`config.mk`:
```
export PLATFORM = sky130hd
export DESIGN_NAME = flow_seq
export DESIGN_NICKNAME = d
export VERILOG_FILES = /design/src/rtl/flow_seq.sv
export SDC_FILE = /design/constraint.sdc
export NUM_CORES = 1
export LEC_CHECK = 0
export BUFFER_PORTS_ARGS = -buffer_cell sky130_fd_sc_hd__clkbuf_2
export CORE_MARGIN = 3
export CORE_UTILIZATION = 45
export CTS_CLUSTER_SIZE = 16
export DETAILED_ROUTE_END_ITERATION = 10
export GPL_ROUTABILITY_DRIVEN = 1
export PLACE_DENSITY = 0.74
export SETUP_SLACK_MARGIN = 0.4
export SYNTH_ARGS = -nofsm -noshare
export SYNTH_HDL_FRONTEND = slang
export SYNTH_SLANG_ARGS = --single-unit
```
`constraint.sdc`:
```
create_clock -name clk -period 2.3 [get_ports clk]
set_input_delay 0.46 -clock clk [delete_from_list [all_inputs] [get_ports clk]]
set_output_delay 0.46 -clock clk [all_outputs]
set_load 0.005 [all_outputs]
```
`src/rtl/flow_seq.sv`:
```
module flow_seq #(
  parameter int W = 16,
  parameter logic [W-1:0] RESET_PC = '0
) (
  input  logic         clk,
  input  logic         rst_n,
  input  logic         instr_valid,
  input  logic [7:0]   opcode,
  input  logic [W-1:0] reg_val,
  input  logic [W-1:0] imm_val,
  input  logic [W-1:0] seq_pc,
  input  logic [3:0]   flags,
  input  logic [W-1:0] pop_data,
  input  logic         stk_done,
  output logic [W-1:0] pc,
  output logic         run,
  output logic         busy,
  output logic         push_req,
  output logic [W-1:0] push_data,
  output logic         pop_req
);

  typedef enum logic [1:0] {IDLE, PUSHW, POPW} st_t;
  st_t st;

  logic [W-1:0] tgt, call_tgt, link;
  logic take, is_call, is_ret, is_halt;
  logic accept;

  assign accept = run && instr_valid && (st == IDLE);

  always_comb begin
    tgt = seq_pc;
    take = 1'b0;
    is_call = 1'b0;
    is_ret = 1'b0;
    is_halt = 1'b0;
    case (opcode)
      8'h41: begin tgt = reg_val; take = 1'b1; end
      8'h42: begin tgt = imm_val; take = 1'b1; end
      8'h45: begin tgt = reg_val; take = flags[0]; end
      8'h49: begin tgt = reg_val; take = flags[1]; end
      8'h4D: begin tgt = reg_val; take = flags[2]; end
      8'h46: begin tgt = reg_val; take = flags[3]; end
      8'h4E: begin tgt = imm_val; take = flags[0]; end
      8'h52: begin tgt = imm_val; take = flags[1]; end
      8'h56: begin tgt = imm_val; take = flags[2]; end
      8'h5A: begin tgt = imm_val; take = flags[3]; end
      8'h51: begin tgt = reg_val; is_call = 1'b1; end
      8'h5E: begin tgt = imm_val; is_call = 1'b1; end
      8'h50: is_ret = 1'b1;
      8'h04: is_halt = 1'b1;
      default: ;
    endcase
  end

  always_ff @(posedge clk or negedge rst_n) begin
    if (!rst_n) begin
      pc <= RESET_PC;
      run <= 1'b1;
      st <= IDLE;
      call_tgt <= '0;
      link <= '0;
    end else begin
      case (st)
        IDLE: if (accept) begin
          if (is_halt) run <= 1'b0;
          else if (is_call) begin
            st <= PUSHW;
            call_tgt <= tgt;
            link <= seq_pc;
          end else if (is_ret) st <= POPW;
          else pc <= take ? tgt : seq_pc;
        end
        PUSHW: if (stk_done) begin
          pc <= call_tgt;
          st <= IDLE;
        end
        POPW: if (stk_done) begin
          pc <= pop_data;
          st <= IDLE;
        end
        default: st <= IDLE;
      endcase
    end
  end

  assign push_req  = (st == PUSHW);
  assign pop_req   = (st == POPW);
  assign busy      = (st != IDLE);
  assign push_data = link;

  a_r8_halt_freeze: assert property (@(posedge clk) disable iff (!rst_n)
    !run |=> (!run && $stable(pc)));

  a_r6_stall_hold: assert property (@(posedge clk) disable iff (!rst_n)
    (busy && !stk_done) |=> (busy && $stable(pc)));

  a_r6_link_stable: assert property (@(posedge clk) disable iff (!rst_n)
    (push_req && !stk_done) |=> (push_req && $stable(push_data)));

  a_r7_ret_load: assert property (@(posedge clk) disable iff (!rst_n)
    (pop_req && stk_done) |=> (!pop_req && pc == $past(pop_data)));

  a_r10_idle_hold: assert property (@(posedge clk) disable iff (!rst_n)
    (!busy && !instr_valid) |=> ($stable(pc) && !busy));

  a_r11_req_excl: assert property (@(posedge clk) disable iff (!rst_n)
    $onehot0({push_req, pop_req}));

endmodule

```
==> run_results.csv <==
group,metric,value,unit
outcome,status,"completed",
logic_synthesis,synth_nets,366,
finish,drive_gt1_share,50.6,%
die,rows,29,
route,num_vias,2905,
finish,diodes,0,
sta,finalHoldViolations,0,
logic_synthesis,synth_top_area_cell,"dfrtp_1",
logic_synthesis,ys_seq_area_share,41.7,%
setup_path,slowest_stage,"nor3_4",
route,wl_per_cell,19.1,um
setup_path,path_cells,"buf_4 > buf_6 > nor4b_4 > o211ai_1 > nor3_4 > buf_6 > buf_12 > mux2_2",
logic_synthesis,synthCells,282,
die,die_area,7840,um2
setup_path,cp_data_arrival_time,2.09,ns
setup_path,cp.required,2.50,ns
pwr,ir_worst_vdd,0.426,mV
sta,setup_viol,0,
logic_synthesis,ys_ff_latch,51,
die,start_util,47.5,%
grt,grt_pass1_vias,2857,
sta,period_needed,1.89,ns
placed_design,portBuffers,115,
pwr,combPwrFrac,28.5,%
sta,holdWs,0.151,ns
logic_synthesis,ys_warn_count,0,
sta,worst_pin_slew,0.634,ns
grt,antenna_found_initial,0,
setup_path,worst-path-max-fanout,7,
route,final_antenna_net_count,0,
clocking,clk_latency,0.31,ns
grt,track_usage,23.6,%
sta,rsz0062_at_grt,"true",
pwr,power_frac_clock,25.6,%
grt,grt-ovfl-total,0,
clocking,path_clk_slew,0.09,ns
sta,max_freq,530,MHz
logic_synthesis,synth_area,3070,um2
logic_synthesis,netlist_top_cells_area,"dfrtp_1, mux2_2, mux2i_1",
logic_synthesis,dominantRegCellSynth,"dfrtp_1",
clocking,cts_buffer_depth,2,
pwr,p_sw,0.739,mW
sta,final.setup_skew,0.00352,ns
pwr,power.total,2.46,mW
route,drc,0,
pwr,sequentialPowerShare,45.9,%
pwr,p_leak,2.17,nW
grt,grt_max_degree,30,
sta,slew_headroom,57.8,%
die,die_x,88.6,um
die,die_h,88.6,um
pwr,p_int,1.72,mW
setup_path,max_stage_delay,0.33,ns
pwr,p_sw_share,30.1,%
sta,finalCritPeriodShare,82.1,%
route,drt_wl_total,9430,um
placed_design,place.gp.congestion,0.776,
setup_path,path_common_cell,"buf_6",
logic_synthesis,async_reset_ff_share,100,%
logic_synthesis,ys_top_cells_by_count,"dfrtp_1, inv_1, nor2_1",
clocking,cts.sinks,51,
logic_synthesis,synth_cell_types,52,
logic_synthesis,synth.top_cell.area_share,40.8,%
setup_path,start_kind,"input pin",
logic_synthesis,synth_area_per_cell,10.9,um2
die,top_level_ports,116,
clocking,cts-root-buf,"clkbuf_8",
clocking,htree_levels,2,
setup_path,path_class,"input pin to flip-flop",
clocking,cts_tree,"done",
finish,syn_to_final_growth,38.3,%
logic_synthesis,synth_edf_count,0,
pwr,powerDensity,579,nW/um2
die,core-area,6460,um2
sta,tns,0,ns
grt,grt_pass1_wl,14300,um
finish,nFillCells,553,
sta,slew_violations,0,
placed_design,hpwl,6300,um
route,drt_iter0_drc,124,
route,drt_first_pass_iters,6,
clocking,cts_buffers,5,
job,drv_cap,0,
hold_path,hp-class,"input pin to asynchronous set/reset pin",
logic_synthesis,synth.most_common_cell,"dfrtp_1",
setup_path,worstSetupEndpointType,"flip-flop",
route,vias_per_cell,5.88,
finish,nets,501,
## layout make-up
class	instances	area (um2)	share of cell area, %
Sequential cell	51	1280	30.1
Inverter	22	83.8	1.98
Multi-Input combinational cell	189	1710	40.3
Clock inverter	2	37.5	0.885
Clock buffer	5	68.8	1.62
Tap cell	77	96.3	2.27
Timing Repair Buffer	148	968	22.8
## per-layer routing
metal	GRT usage (%)	part of all wire (%)	vias to the layer above
met4	6.59	1.3	0
met3	3.72	6.2	11
li1	-	-	1350
met1	32.7	44	1425
met2	38.7	49	119
met5	0	0	-
## registers in the layout (all words and copies together), names as in the netlist
name and count:
st 2, call_tgt 16, pc 16, run 1
push_data 16
## cell usage in the layout, fill, tap and decap left out, types with 2 or more instances in the layout
master	netlist	layout
a221oi_1	5	3
mux2i_1	17	17
a31oi_1	17	17
mux2_4	0	12
nor4_4	2	2
inv_1	21	18
o21ai_0	5	4
inv_2	0	3
ha_2	0	2
and4bb_2	2	2
nor3b_1	2	2
nor2_1	21	20
nor2b_1	2	2
a221o_1	16	16
nand3_1	2	2
o211ai_1	2	2
o21ai_1	1	2
clkbuf_8	0	5
a221oi_2	11	13
mux2_2	17	5
buf_4	3	22
a21oi_1	2	2
nand2_1	20	20
dfrtp_1	50	49
a22oi_1	16	16
clkbuf_2	0	111
buf_6	4	6
buf_16	0	2
buf_12	0	4
## final timing paths
path | startpoint | endpoint | slack, ns | cells after the start
max in group asynchronous | rst_n | call_tgt[11] | 1.58 | 2
worst max register to register | run | push_data[2] | 0.46 | 6
worst min-delay path | rst_n | push_data[8] | 0.15 | 1
worst max-delay path | opcode[3] | push_data[2] | 0.41 | 8
min in group clk | seq_pc[4] | pc[4] | 0.40 | 3
worst min register to register | run | run | 0.48 | 1
## cells by family after synthesis
group                    synth area share, %
multiplexers                            11.8
AND/OR/NAND/NOR                         11.1
XOR/XNOR                               0.286
AO/OA/AOI/OAI                           26.7
buffers and inverters                   6.81
flip-flops                              41.7
adder cells (fa/ha/maj)                 1.63
## worst max-delay path, delay by kind of cell
family | cells | cell delay [ns]
AOI/OAI and AO/OA | 1 | 0.18
buffers and inverters | 4 | 0.57
muxes | 1 | 0.33
and+or+nand+nor | 2 | 0.55
## power groups by stage
stage                     combinational (mW)  clock [mW]  sequential [mW]
final                                  0.699       0.629             1.13
after detailed placement               0.666           0             1.14
after CTS                              0.679       0.635             1.13
after global placement                 0.651           0             1.15
after global routing                   0.771       0.676             1.15
after floorplan                        0.336           0             1.13
## stage by stage
step / instance area [um2] / utilization, % / setup WS [ns] / instances
2_1_floorplan: 3110 / - / 0.201 / 282
3_3_place_gp: 3850 / 59.6 / 0.0786 / 475
3_5_place_dp: 3850 / 59.6 / 0.0616 / 475
4_1_cts: 4080 / 63.2 / 0.384 / 488
5_1_grt: 4240 / 65.7 / 0.388 / 494
6_report: 4240 / 65.7 / 0.413 / 494
## what timing repair did
action | CTS | global route
pin swaps | 4 | 5
resized for setup | 7 | 36
setup endpoints to repair | 34 | 51
hold buffers | 0 | 0
cloned | 2 | 1
setup buffers | 4 | 5
Power figures use the tool's default switching activity.
